`src/rtl/pwm_updown_pkg.sv`:
```
package pwm_updown_pkg;

    localparam int EVT_N = 6;
    localparam int ACT_W = 2 * EVT_N;

    typedef enum logic [1:0] {
        ACT_NONE = 2'd0,
        ACT_LOW  = 2'd1,
        ACT_HIGH = 2'd2,
        ACT_INV  = 2'd3
    } act_e;

    typedef enum logic [1:0] {
        ISEL_ZERO = 2'd0,
        ISEL_TOP  = 2'd1,
        ISEL_CAR  = 2'd2,
        ISEL_CBF  = 2'd3
    } isel_e;

    // bit 0 is zero, bit 5 is compare B falling
    typedef struct packed {
        logic cb_fall;
        logic cb_rise;
        logic ca_fall;
        logic ca_rise;
        logic top;
        logic zero;
    } evt_t;

    // later tests override earlier ones, so zero ends highest
    function automatic act_e pick_action(input evt_t ev, input logic [ACT_W-1:0] cfg);
        act_e r;
        r = ACT_NONE;
        if (ev.ca_rise && cfg[5:4]   != 2'd0) r = act_e'(cfg[5:4]);
        if (ev.ca_fall && cfg[7:6]   != 2'd0) r = act_e'(cfg[7:6]);
        if (ev.cb_rise && cfg[9:8]   != 2'd0) r = act_e'(cfg[9:8]);
        if (ev.cb_fall && cfg[11:10] != 2'd0) r = act_e'(cfg[11:10]);
        if (ev.top     && cfg[3:2]   != 2'd0) r = act_e'(cfg[3:2]);
        if (ev.zero    && cfg[1:0]   != 2'd0) r = act_e'(cfg[1:0]);
        return r;
    endfunction

    function automatic logic apply_action(input logic cur, input act_e a);
        logic n;
        case (a)
            ACT_LOW:  n = 1'b0;
            ACT_HIGH: n = 1'b1;
            ACT_INV:  n = ~cur;
            default:  n = cur;
        endcase
        return n;
    endfunction

endpackage

```
`src/rtl/pwm_tb_counter.sv`:
```
module pwm_tb_counter
    import pwm_updown_pkg::*;
#(
    parameter int CNT_W = 16,
    parameter int DIV_W = 3
) (
    input  logic             clk,
    input  logic             rst,
    input  logic [DIV_W-1:0] div,
    input  logic [CNT_W-1:0] period,
    input  logic [CNT_W-1:0] cmpa,
    input  logic [CNT_W-1:0] cmpb,
    output logic             tick,
    output logic [CNT_W-1:0] cnt,
    output logic             dir_down,
    output evt_t             ev
);

    logic [DIV_W-1:0] pre_q;
    logic             prd_zero;

    assign tick     = (pre_q >= div);
    assign prd_zero = (period == '0);

    always_ff @(posedge clk) begin
        if (rst || tick) pre_q <= '0;
        else             pre_q <= pre_q + DIV_W'(1);
    end

    always_ff @(posedge clk) begin
        if (rst || prd_zero) begin
            cnt      <= '0;
            dir_down <= 1'b0;
        end else if (tick) begin
            if (!dir_down) begin
                if (cnt >= period) begin
                    dir_down <= 1'b1;
                    cnt      <= cnt - CNT_W'(1);
                end else begin
                    cnt      <= cnt + CNT_W'(1);
                end
            end else begin
                if (cnt == '0) begin
                    dir_down <= 1'b0;
                    cnt      <= CNT_W'(1);
                end else begin
                    cnt      <= cnt - CNT_W'(1);
                end
            end
        end
    end

    always_comb begin
        ev.zero    = tick && (cnt == '0);
        ev.top     = tick && !prd_zero && (cnt == period);
        ev.ca_rise = tick && !dir_down && (cnt == cmpa);
        ev.ca_fall = tick &&  dir_down && (cnt == cmpa);
        ev.cb_rise = tick && !dir_down && (cnt == cmpb);
        ev.cb_fall = tick &&  dir_down && (cnt == cmpb);
    end

endmodule

```
`src/rtl/pwm_cmp_shadow.sv`:
```
module pwm_cmp_shadow #(
    parameter int CNT_W = 16
) (
    input  logic             clk,
    input  logic             rst,
    input  logic             wr,
    input  logic [CNT_W-1:0] data,
    input  logic             load,
    output logic [CNT_W-1:0] active
);

    logic [CNT_W-1:0] hold_q;

    always_ff @(posedge clk) begin
        if (rst) begin
            hold_q <= '0;
            active <= '0;
        end else begin
            if (wr)   hold_q <= data;
            if (load) active <= hold_q;
        end
    end

endmodule

```
`src/rtl/pwm_aq.sv`:
```
module pwm_aq
    import pwm_updown_pkg::*;
(
    input  logic             clk,
    input  logic             rst,
    input  evt_t             ev,
    input  logic [ACT_W-1:0] cfg,
    output logic             out_q
);

    act_e act;

    always_comb act = pick_action(ev, cfg);

    always_ff @(posedge clk) begin
        if (rst) out_q <= 1'b0;
        else     out_q <= apply_action(out_q, act);
    end

endmodule

```
`src/rtl/pwm_evt_trig.sv`:
```
module pwm_evt_trig
    import pwm_updown_pkg::*;
#(
    parameter int EVP_W = 2
) (
    input  logic             clk,
    input  logic             rst,
    input  evt_t             ev,
    input  logic [1:0]       sel,
    input  logic             en,
    input  logic [EVP_W-1:0] every,
    input  logic             clr,
    output logic             sync_out,
    output logic             irq_flag
);

    logic [EVP_W-1:0] evc_q;
    logic             src;
    logic             hit;
    logic             fire;

    always_comb begin
        case (isel_e'(sel))
            ISEL_ZERO: src = ev.zero;
            ISEL_TOP:  src = ev.top;
            ISEL_CAR:  src = ev.ca_rise;
            default:   src = ev.cb_fall;
        endcase
        hit  = en && src;
        fire = hit && (evc_q >= every);
    end

    always_ff @(posedge clk) begin
        if (rst) begin
            evc_q    <= '0;
            irq_flag <= 1'b0;
            sync_out <= 1'b0;
        end else begin
            sync_out <= ev.zero;
            if (fire)     evc_q <= '0;
            else if (hit) evc_q <= evc_q + EVP_W'(1);
            if (fire)     irq_flag <= 1'b1;
            else if (clr) irq_flag <= 1'b0;
        end
    end

endmodule

```
`src/rtl/pwm_updown_gen.sv`:
```
module pwm_updown_gen
    import pwm_updown_pkg::*;
#(
    parameter int CNT_W = 16,
    parameter int DIV_W = 3,
    parameter int EVP_W = 2
) (
    input  logic             clk,
    input  logic             rst,
    input  logic [DIV_W-1:0] clk_div,
    input  logic [CNT_W-1:0] period,
    input  logic             cmpa_wr,
    input  logic [CNT_W-1:0] cmpa_data,
    input  logic             cmpb_wr,
    input  logic [CNT_W-1:0] cmpb_data,
    input  logic [11:0]      act_a,
    input  logic [11:0]      act_b,
    input  logic [1:0]       int_sel,
    input  logic             int_en,
    input  logic [EVP_W-1:0] int_every,
    input  logic             int_clr,
    output logic             pwm_a,
    output logic             pwm_b,
    output logic             sync_out,
    output logic             irq_flag,
    output logic [CNT_W-1:0] counter,
    output logic             count_down
);

    localparam int CH_N = 2;

    logic             tick;
    evt_t             ev;
    logic [CH_N-1:0]  cmp_wr;
    logic [CNT_W-1:0] cmp_in  [CH_N];
    logic [CNT_W-1:0] cmp_act [CH_N];
    logic [ACT_W-1:0] act_cfg [CH_N];
    logic [CH_N-1:0]  pwm_v;

    assign cmp_wr     = {cmpb_wr, cmpa_wr};
    assign cmp_in[0]  = cmpa_data;
    assign cmp_in[1]  = cmpb_data;
    assign act_cfg[0] = act_a;
    assign act_cfg[1] = act_b;

    pwm_tb_counter #(.CNT_W(CNT_W), .DIV_W(DIV_W)) u_cnt (
        .clk      (clk),
        .rst      (rst),
        .div      (clk_div),
        .period   (period),
        .cmpa     (cmp_act[0]),
        .cmpb     (cmp_act[1]),
        .tick     (tick),
        .cnt      (counter),
        .dir_down (count_down),
        .ev       (ev)
    );

    for (genvar g = 0; g < CH_N; g++) begin : g_ch
        pwm_cmp_shadow #(.CNT_W(CNT_W)) u_shd (
            .clk    (clk),
            .rst    (rst),
            .wr     (cmp_wr[g]),
            .data   (cmp_in[g]),
            .load   (ev.zero),
            .active (cmp_act[g])
        );
        pwm_aq u_aq (
            .clk   (clk),
            .rst   (rst),
            .ev    (ev),
            .cfg   (act_cfg[g]),
            .out_q (pwm_v[g])
        );
    end

    assign pwm_a = pwm_v[0];
    assign pwm_b = pwm_v[1];

    pwm_evt_trig #(.EVP_W(EVP_W)) u_trig (
        .clk      (clk),
        .rst      (rst),
        .ev       (ev),
        .sel      (int_sel),
        .en       (int_en),
        .every    (int_every),
        .clr      (int_clr),
        .sync_out (sync_out),
        .irq_flag (irq_flag)
    );

endmodule

```
`config.mk`:
```
export PLATFORM = sky130hd
export DESIGN_NAME = pwm_updown_gen
export DESIGN_NICKNAME = d
export VERILOG_FILES = /design/src/rtl/pwm_updown_pkg.sv /design/src/rtl/pwm_tb_counter.sv /design/src/rtl/pwm_cmp_shadow.sv /design/src/rtl/pwm_aq.sv /design/src/rtl/pwm_evt_trig.sv /design/src/rtl/pwm_updown_gen.sv
export SDC_FILE = /design/constraint.sdc
export NUM_CORES = 1
export LEC_CHECK = 0
export ABC_AREA = 1
export BUFFER_PORTS_ARGS = -buffer_cell sky130_fd_sc_hd__buf_2
export CORE_MARGIN = 3
export CORE_UTILIZATION = 50
export DETAILED_ROUTE_END_ITERATION = 8
export PLACE_DENSITY = 0.74
export SLEW_MARGIN = 20
export SYNTH_ARGS = -nofsm -noshare
export SYNTH_HDL_FRONTEND = slang
export SYNTH_SLANG_ARGS = --single-unit
```
`constraint.sdc`:
```
create_clock -name clk -period 4.2 [get_ports clk]
set_input_delay 0.21 -clock clk [delete_from_list [all_inputs] [get_ports clk]]
set_output_delay 0.21 -clock clk [all_outputs]
set_load 0.01 [all_outputs]
```
### Word-level counts from Yosys, hierarchy flattened

Cells that the tools add are included.

| storage, ports and cells | value |
|---|---|
| flip-flop bits (word level) | 90 |
| bits of input ports | 85 |
| output and inout port bits | 21 |
| word-level logic and storage cells | 101 |

| operators by class | value |
|---|---|
| $add $sub $neg | 4 |
| order comparisons | 3 |
| equality and inequality tests | 11 |
| multiplexer cells | 23 |
| bitwise gates (word level) | 2 |
| reductions and logical operators | 46 |

Operators with widths:

| kind | count |
|---|---|
| 16-bit == test | 3 |
| 16-bit two-way mux | 3 |
| 16-bit zero test | 2 |
| 2-bit nonzero test | 13 |
| 2-bit two-way mux | 12 |
| 1-bit logical AND | 23 |
| 16-bit by 1-bit adder with 16-bit output, second input constant | 1 |
| 16-bit greater-or-equal comparator | 1 |
| 16-bit by 1-bit subtractor with 16-bit output, second input constant | 1 |
| 2-bit == test, second input constant | 5 |
| 1-bit case mux with 3 select lines | 3 |
| 2-bit by 1-bit == test with 1-bit output, second input constant | 3 |
| 3-bit nonzero test | 2 |
| 1-bit two-way mux | 5 |
| 3-bit by 1-bit adder with 3-bit output, second input constant | 1 |
| 3-bit greater-or-equal comparator | 1 |
| 2-bit by 1-bit adder with 2-bit output, second input constant | 1 |
| 2-bit greater-or-equal comparator | 1 |
| 1-bit zero test | 2 |
| 2-bit zero test | 1 |
| 1-bit logical OR | 2 |
| 1-bit inverter | 2 |
| 2-bit OR reduction | 1 |

### Depth between registers and ports, before layout

Gate-level depths: netlist of the first run.

| depth | value |
|---|---|
| word-level depth | 12 |
| gate-level depth with buffers | 16 |
| gate-level depth less buffers | 16 |

### Hierarchy

Synthesis of the first run repeated with hierarchy kept, for this count alone.

| unflattened totals | value |
|---|---|
| cells, all modules | 1001 |
| area total of the unflattened synthesis | 6344.8 sq um |

By module, submodules not included:

| module | instances | cells an instance | area an instance (sq um) | sequential area each (sq um) |
|---|---|---|---|---|
| pwm_tb_counter | 1 | 477 | 3009.1 | 400.4 |
| pwm_cmp_shadow | 2 | 202 | 1327.5 | 640.6 |
| pwm_aq | 2 | 39 | 193.9 | 20.0 |
| pwm_evt_trig | 1 | 42 | 292.8 | 80.1 |

### Worst setup path after synthesis of the first run

No wires, ideal clock.

| path | value |
|---|---|
| path type | register to register |
| start | register u_cnt.cnt[15] |
| end | register u_cnt.cnt[7] |
| arrival | 1.960 ns |
| data required time | 4.068 ns |
| path slack | 2.107 ns |
| stages on the path, launching flop included | 15 |
| buffers on the path | 0 |
| period minus slack after synthesis | 2.093 ns |
| cells stage by stage | dfxtp_1 > ha_1 > nand2_1 > inv_1 > nand3_1 > nor2_1 > inv_1 > nor2_1 > nor3_1 > nand2_1 > inv_1 > nand2_1 > nand2_1 > nand3_1 > a21oi_1 |

| between the ends | value |
|---|---|
| cells in the longest elaborated chain, start to end | 3 |
| elaborated cells between the ends (all ways) | 5 |
| those cells by class | 1 x order compare; 3 x mux; 1 x reduce/logical |

Ends and longest elaborated chain:

| what | line | text |
|---|---|---|
| from (decl) | pwm_tb_counter.sv:14 | `output logic [CNT_W-1:0] cnt,` |
| from (signal assigned) | pwm_tb_counter.sv:38 | `cnt <= cnt - CNT_W'(1);` |
| from (signal assigned) | pwm_tb_counter.sv:40 | `cnt <= cnt + CNT_W'(1);` |
| from (signal assigned) | pwm_tb_counter.sv:47 | `cnt <= cnt - CNT_W'(1);` |
| 16-bit greater-or-equal comparator / 16-bit zero test (equally long branches) | pwm_tb_counter.sv:36, pwm_tb_counter.sv:43 |  |
| 16-bit two-way mux (on tied branches) | pwm_tb_counter.sv:36, pwm_tb_counter.sv:43 |  |
| 16-bit two-way mux (*) | pwm_tb_counter.sv:35 | `if (!dir_down) begin` |

Mark *: on every way between the ends. The rest lies on a longest branch, timed or not.
A chain may end at the register's enable or synchronous reset.

### Worst setup path in the final report of the first run

| path | value |
|---|---|
| start | register u_cnt.pre_q[2] |
| end | register g_ch[1].u_shd.active[12] |

| between the ends | value |
|---|---|
| cells in the longest elaborated chain, start to end | 2 |

Ends and longest elaborated chain:

| what | line | text |
|---|---|---|
| from (decl) | pwm_tb_counter.sv:19 | `logic [DIV_W-1:0] pre_q;` |
| from (signal assigned) | pwm_tb_counter.sv:27 | `else pre_q <= pre_q + DIV_W'(1);` |
| 3-bit greater-or-equal comparator | pwm_tb_counter.sv:22 | `assign tick = (pre_q >= div);` |
| 1-bit logical AND | pwm_tb_counter.sv:54 | `ev.zero = tick && (cnt == '0);` |
| to (signal assigned) | pwm_cmp_shadow.sv:20 | `if (load) active <= hold_q;` |
| to (decl) | pwm_cmp_shadow.sv:9 | `output logic [CNT_W-1:0] active` |

Every way passes these cells.

==> results of run 1 <==
worst max path at each step:
| stage | startpoint | to | slack, ns | depth (start not counted) |
|---|---|---|---|---|
| final | u_cnt.pre_q[2]$_SDFF_PP0_ | g_ch[1].u_shd.active[12]$_SDFFE_PP0P_ | 1.30 | 9 |
| after detailed placement | clk_div[2] | g_ch[1].u_shd.active[12]$_SDFFE_PP0P_ | 1.30 | 11 |
| after floorplan | u_cnt.cnt[15]$_SDFFE_PP0N_ | u_cnt.cnt[7]$_SDFFE_PP0N_ | 2.11 | 14 |
| after global placement | clk_div[2] | g_ch[1].u_shd.active[1]$_SDFFE_PP0P_ | 1.40 | 11 |
| after global routing | u_cnt.pre_q[2]$_SDFF_PP0_ | g_ch[0].u_shd.active[11]$_SDFFE_PP0P_ | 1.04 | 9 |
| after CTS | u_cnt.pre_q[2]$_SDFF_PP0_ | g_ch[1].u_shd.active[9]$_SDFFE_PP0P_ | 1.33 | 9 |
flip-flops by register name (all words and copies together) (netlist names):
register           flops
g_ch.u_shd.hold_q     32
u_trig.evc_q           2
u_cnt.dir_down         1
g_ch.u_aq.out_q        2
u_trig.irq_flag        1
u_cnt.cnt             16
u_cnt.pre_q            3
u_trig.sync_out        1
g_ch.u_shd.active     32
metrics by stage:
stage	setup WS (ns)	std cells	total power [uW]	hold slack (ns)
detailed placement	1.30	1017	2000	0.436
CTS	1.33	1033	2650	0.0408
finish	1.30	1033	2630	0.0544
global route	1.04	1033	2840	0.0516
global placement	1.40	1017	1990	0.430
floorplan	2.11	805	1790	0.345
kinds of logic after synthesis:
logic type	after synthesis
flops	90
buf+inv	129
simple gates	389
xor+xnor	37
fa+ha+maj	24
compound gates	136
per-layer routing:
layer | wire length (um) | vias up | GRT usage [%]
met5 | 0 | - | 0
met4 | 293 | 0 | 7.47
met1 | 6290 | 2340 | 29.4
met2 | 6120 | 181 | 36.0
li1 | - | 2783 | -
met3 | 812 | 21 | 5.10
power by group:
group          total (uW)  internal (uW)  switching (uW)
combinational         912            331             581
clock                 642            304             339
sequential           1080            986            93.2
total                2630           1620            1010
layout make-up:
| cell class | instances | area [sq um] |
|---|---|---|
| fill | 1064 | 4250 |
| multi-input combinational | 586 | 3110 |
| sequential | 90 | 1800 |
| timing repair buffer | 107 | 541 |
| inverter | 98 | 368 |
| tap | 136 | 170 |
| clock buffer | 10 | 138 |
| clock inverter | 6 | 81.3 |
cells in the final DEF, fill, tap and decap left out, types with 2 or more instances in the layout:
master / instances
dfxtp_1: 90
inv_6: 3
a21boi_0: 2
or2_2: 2
xor2_1: 32
nand4_1: 21
nor2_2: 5
clkinv_1: 2
o21ai_0: 60
a211oi_2: 15
buf_2: 105
o21ai_1: 3
a31oi_1: 9
xnor2_1: 5
o211ai_1: 3
ha_1: 24
nand2_1: 152
inv_1: 90
nor2_1: 156
nand3_2: 2
clkbuf_8: 10
a211oi_1: 2
nor4_1: 2
a21oi_1: 41
inv_2: 6
buf_4: 2
nor3_1: 2
nand3_1: 42
critical path, cell delays in order (launching register included):
cell and delay [ns]:
dfxtp_1 0.33, ha_1 0.30, a21oi_1 0.18, nand3_2 0.33
inv_1 0.44, nor4_4 0.07, buf_4 0.23, inv_2 0.63
nor2_1 0.14, a211oi_2 0.16
==> run_results.csv, run 1 <==
group,metric,value,unit
critical_path,r2r_end,"g_ch[1].u_shd.active[12]$_SDFFE_PP0P_",
sta,final-setup-viol-count,0,
run,max-cap-violations,0,
synthesis,synth.top_cell.area_share,33.0,%
detailed_routing,viasPerCell,5.15,
cts,clkLatencyLatePin,0.37,ns
detailed_routing,wl,13500,um
layout,design_area,6210,sq um
cts,root_buffer,"clkbuf_8",
detailed_routing,drc,0,
critical_path,r2r-start,"u_cnt.pre_q[2]$_SDFF_PP0_",
critical_path,cp.required,4.50,ns
cts,clockBufferDepth,2,
synthesis,synth_compound_area_share,15.1,%
synthesis,muxShareOfSynthArea,0,%
layout,post-route-util,59.4,%
floorplan,die_area,12200,sq um
layout,nets,1001,
detailed_routing,drt_first_pass_iters,5,
synthesis,synth_top_family_by_area,"simple AND/OR/NAND/NOR gates",
critical_path,critPathLaunchType,"flip-flop",
sta,rsz0062_at_grt,"no",
critical_path,crit_type,"flip-flop to flip-flop",
synthesis,yosys_warnings,0,
min_path,hold_path_startpoint,"cmpa_data[1]",
sta,relSlewSlack,44.8,%
synthesis,synth_nets,914,
status,status,"completed",
synthesis,netlist_instances,805,
global_routing,overflow,0,
place,gp_congestion,0.883,
global_routing,grt_pass1_vias,4939,
synthesis,ys_ff_latch,90,
detailed_routing,via_count,5325,
power,vdd_ir_drop_max,0.000268,V
global_routing,grt_max_degree,55,
power,p_leak,0.00305,uW
layout,diodes,0,
cts,hold_buffers,0,
synthesis,avgSynthCellArea,6.78,sq um
synthesis,synth_edf_count,0,
floorplan,die_w,110,um
cts,post_cts_resized,0,
min_path,hold_end,"g_ch[0].u_shd.hold_q[1]$_SDFFE_PP0P_",
floorplan,io_pins,106,
layout,syn_to_final_growth,13.8,%
synthesis,synth_top_area_cell,"dfxtp_1",
synthesis,synth_ff_type,"dfxtp_1",
floorplan,die_h,110,um
synthesis,async_flop_share,0,%
sta,max_freq,345,MHz
synthesis,ys_types,36,
cts,cts_num_sinks,90,
sta,fin_setup_tns,0,ns
synthesis,synth_most_common_cell,"nor2_1",
sta,finalCritPeriodShare,69.1,%
synthesis,synthAdderAreaFrac,5.50,%
min_path,hp-class,"input port to flip-flop",
synthesis,synthTopCellsByArea,"dfxtp_1 33%, nor2_1 11%, nand2_1 10%",
min_path,hold_path_depth,3,
sta,finalHoldViolCount,0,
synthesis,yosys.area_share.simple,30.5,%
sta,final_max_slew_viol_count,0,
detailed_routing,first_iter_violations,296,
place,placed_area,5990,sq um
synthesis,ys_seq_area_share,33.0,%
cts,cts.htree.levels,3,
sta,tightest_slew,0.827,ns
critical_path,endpoint_kind,"flip-flop",
cts,cts_tree,"done",
critical_path,r2r_slack,1.30,ns
global_routing,antenna_found_initial,0,
layout,drive_gt1_share,17.5,%
sta,fin_crit,2.90,ns
power,powerDensity,424,nW/um^2
cts,clk_pin_slew_worst_paths,0.10,ns
floorplan,core,10500,sq um
floorplan,rows,37,
critical_path,crit_fanout,45,
cts,cts_setup_buffers,0,
detailed_routing,wl_per_cell,13.1,um
sta,clock_skew,0.0121,ns
place,hpwl,10100,um
synthesis,synth_area,5460,sq um
floorplan,start_util,52.2,%
cts,cts-buffers-inserted,9,
detailed_routing,final_antenna_net_count,0,
critical_path,r2r_cells,9,
synthesis,synth_xor_xnor_area_share,5.94,%
global_routing,track_usage,22.3,%
synthesis,synthTopCellsByCount,"156 x nor2_1, 152 x nand2_1, 90 x dfxtp_1, 90 x inv_1, 60 x o21ai_0",
place,portBuffers,105,
critical_path,crit_arrival,3.20,ns
global_routing,grt_pass1_wl,23000,um
Note: power is estimated with default switching activity, not from simulation.
==> run 2, diff against run 1 <==
Settings changed: PLACE_DENSITY 0.74 to 0.77.
Clock period 4.2 ns to 2.6 ns, I/O delays scaled along.
==> run_results.csv, run 2 (synthesis results as in run 1) <==
group,metric,value,unit
status,status,"completed",
global_routing,overflow,0,
critical_path,path_depth,12,
layout,final_common_cell,"nor2_1",
global_routing,grt_pass1_vias,5099,
layout,final_cell_mix,"156 x nor2_1, 151 x nand2_1, 105 x buf_2",
detailed_routing,via_count,5486,
floorplan,io_pins,106,
critical_path,critPathTopFamily,"simple AND/OR/NAND/NOR gates",
global_routing,track_usage,23.2,%
critical_path,crit_arrival,2.60,ns
cts,cts_tree,"done",
critical_path,r2r-start,"u_cnt.cnt[4]$_SDFFE_PP0N_",
place,portBuffers,105,
cts,cts_num_sinks,90,
power,p_leak,0.00324,uW
critical_path,critPathBufInv,2,
detailed_routing,drc,0,
critical_path,critical_path.most_common_cell,"nand2_1",
detailed_routing,viasPerCell,5.11,
floorplan,start_util,52.2,%
cts,cts-buffers-inserted,9,
critical_path,crit_start,"u_cnt.cnt[4]$_SDFFE_PP0N_",
sta,finalHoldViolCount,0,
sta,worst_slack,0.284,ns
detailed_routing,first_iter_violations,325,
cts,clkLatencyLatePin,0.37,ns
critical_path,crit_fanout,8,
floorplan,rows,37,
critical_path,path_cells,"ha_1 > nand2_1 > inv_1 > nand4_1 > nor2_1 > nor3_1 > nand2_1 > inv_1 > nand2_1 > nand2_1 > nand3_1 > a21oi_1",
run,max-cap-violations,0,
global_routing,grt_max_degree,54,
critical_path,crit_slowest_cell,"dfxtp_1",
critical_path,endpoint_kind,"flip-flop",
place,gp_congestion,0.924,
cts,cts.htree.levels,3,
sta,fin_setup_tns,0,ns
place,hpwl,10500,um
sta,fin_crit,2.32,ns
min_path,hold_path_depth,3,
cts,clk_pin_slew_worst_paths,0.09,ns
layout,diodes,0,
detailed_routing,final_antenna_net_count,0,
sta,final_max_slew_viol_count,0,
global_routing,grt_pass1_wl,24000,um
floorplan,core,10500,sq um
sta,max_freq,432,MHz
layout,largest_registers,"g_ch.u_shd.active x32, g_ch.u_shd.hold_q x32, u_cnt.cnt x16",
floorplan,die_area,12200,sq um
detailed_routing,wl_per_cell,13.1,um
critical_path,r2r_cells,12,
cts,clockBufferDepth,2,
power,vdd_ir_drop_max,0.000511,V
floorplan,die_h,110,um
critical_path,cpPeakStageDelay,0.55,ns
layout,drive_gt1_share,19.3,%
sta,finalCritPeriodShare,89.1,%
sta,clock_skew,0.0115,ns
place,dp_slack,0.199,ns
critical_path,critPathLaunchType,"flip-flop",
min_path,hp-class,"input port to flip-flop",
critical_path,crit_type,"flip-flop to flip-flop",
layout,syn_to_final_growth,20.8,%
detailed_routing,wl,14100,um
cts,root_buffer,"clkbuf_8",
floorplan,die_w,110,um
layout,nets,1042,
place,placed_area,6120,sq um
sta,relSlewSlack,68.3,%
sta,final-setup-viol-count,0,
power,powerDensity,649,nW/um^2
sta,rsz0062_at_grt,"no",
min_path,hold_path_startpoint,"cmpb_data[14]",
critical_path,cp.required,2.88,ns
sta,tightest_slew,0.474,ns
detailed_routing,drt_first_pass_iters,5,
global_routing,antenna_found_initial,0,
layout,design_area,6590,sq um
## run 2: cell types whose count changed in the layout (fill, tap and decap cells not counted), sizes merged
cell         delta
buf            +15
dlygate4sd3    +26
## run 2: tightest hold or removal path, cell delays in order
cell	delay, ns
buf_2	0.08
nor2_1	0.04
nor2_1	0.08
## run 2: path summary, 6_finish.rpt
path	endpoint	slack, ns
max	u_cnt.cnt[7]$_SDFFE_PP0N_	0.28
min	g_ch[1].u_shd.hold_q[14]$_SDFFE_PP0P_	0.001
max reg2reg	u_cnt.cnt[7]$_SDFFE_PP0N_	0.28
min reg2reg	u_cnt.pre_q[0]$_SDFF_PP0_	0.45
## run 2: timing repair
action,in CTS,in global routing
hold buffers,26,0
setup endpoints to repair,0,11
hold endpoints to repair,26,0
setup buffers,0,0
resized for setup,0,10
## run 2: per-stage QoR
step                      utilization, %  instances  hold slack, ns  total power, uW
after floorplan                        -        805           0.265             2890
after global placement              58.5       1032           0.353             3250
after detailed placement            58.5       1032           0.360             3270
after CTS                           62.9       1074         0.00115             4290
after global routing                63.0       1074          0.0247             4600
final                               63.0       1074         0.00148             4280
## run 2: layout make-up
cell class | count | area, sq um
sequential | 90 | 1810
tap | 136 | 170
clock inverter | 6 | 72.6
clock buffer | 10 | 128
timing repair buffer | 148 | 926
multi-input combinational | 586 | 3110
inverter | 98 | 368
fill | 1005 | 3870
## run 2: routing by layer
metal | global-route usage (%) | share of wire (%) | wire [um]
met5 | 0 | 0 | 0
met4 | 6.90 | 2.0 | 284
met3 | 3.12 | 5.9 | 832
met2 | 37.4 | 45 | 6360
met1 | 32.2 | 47 | 6580
## run 2: where the power goes
part	total, uW	switching (uW)	internal, uW
clock network	1000	541	459
registers	1740	147	1600
logic	1540	945	593
total	4280	1630	2650
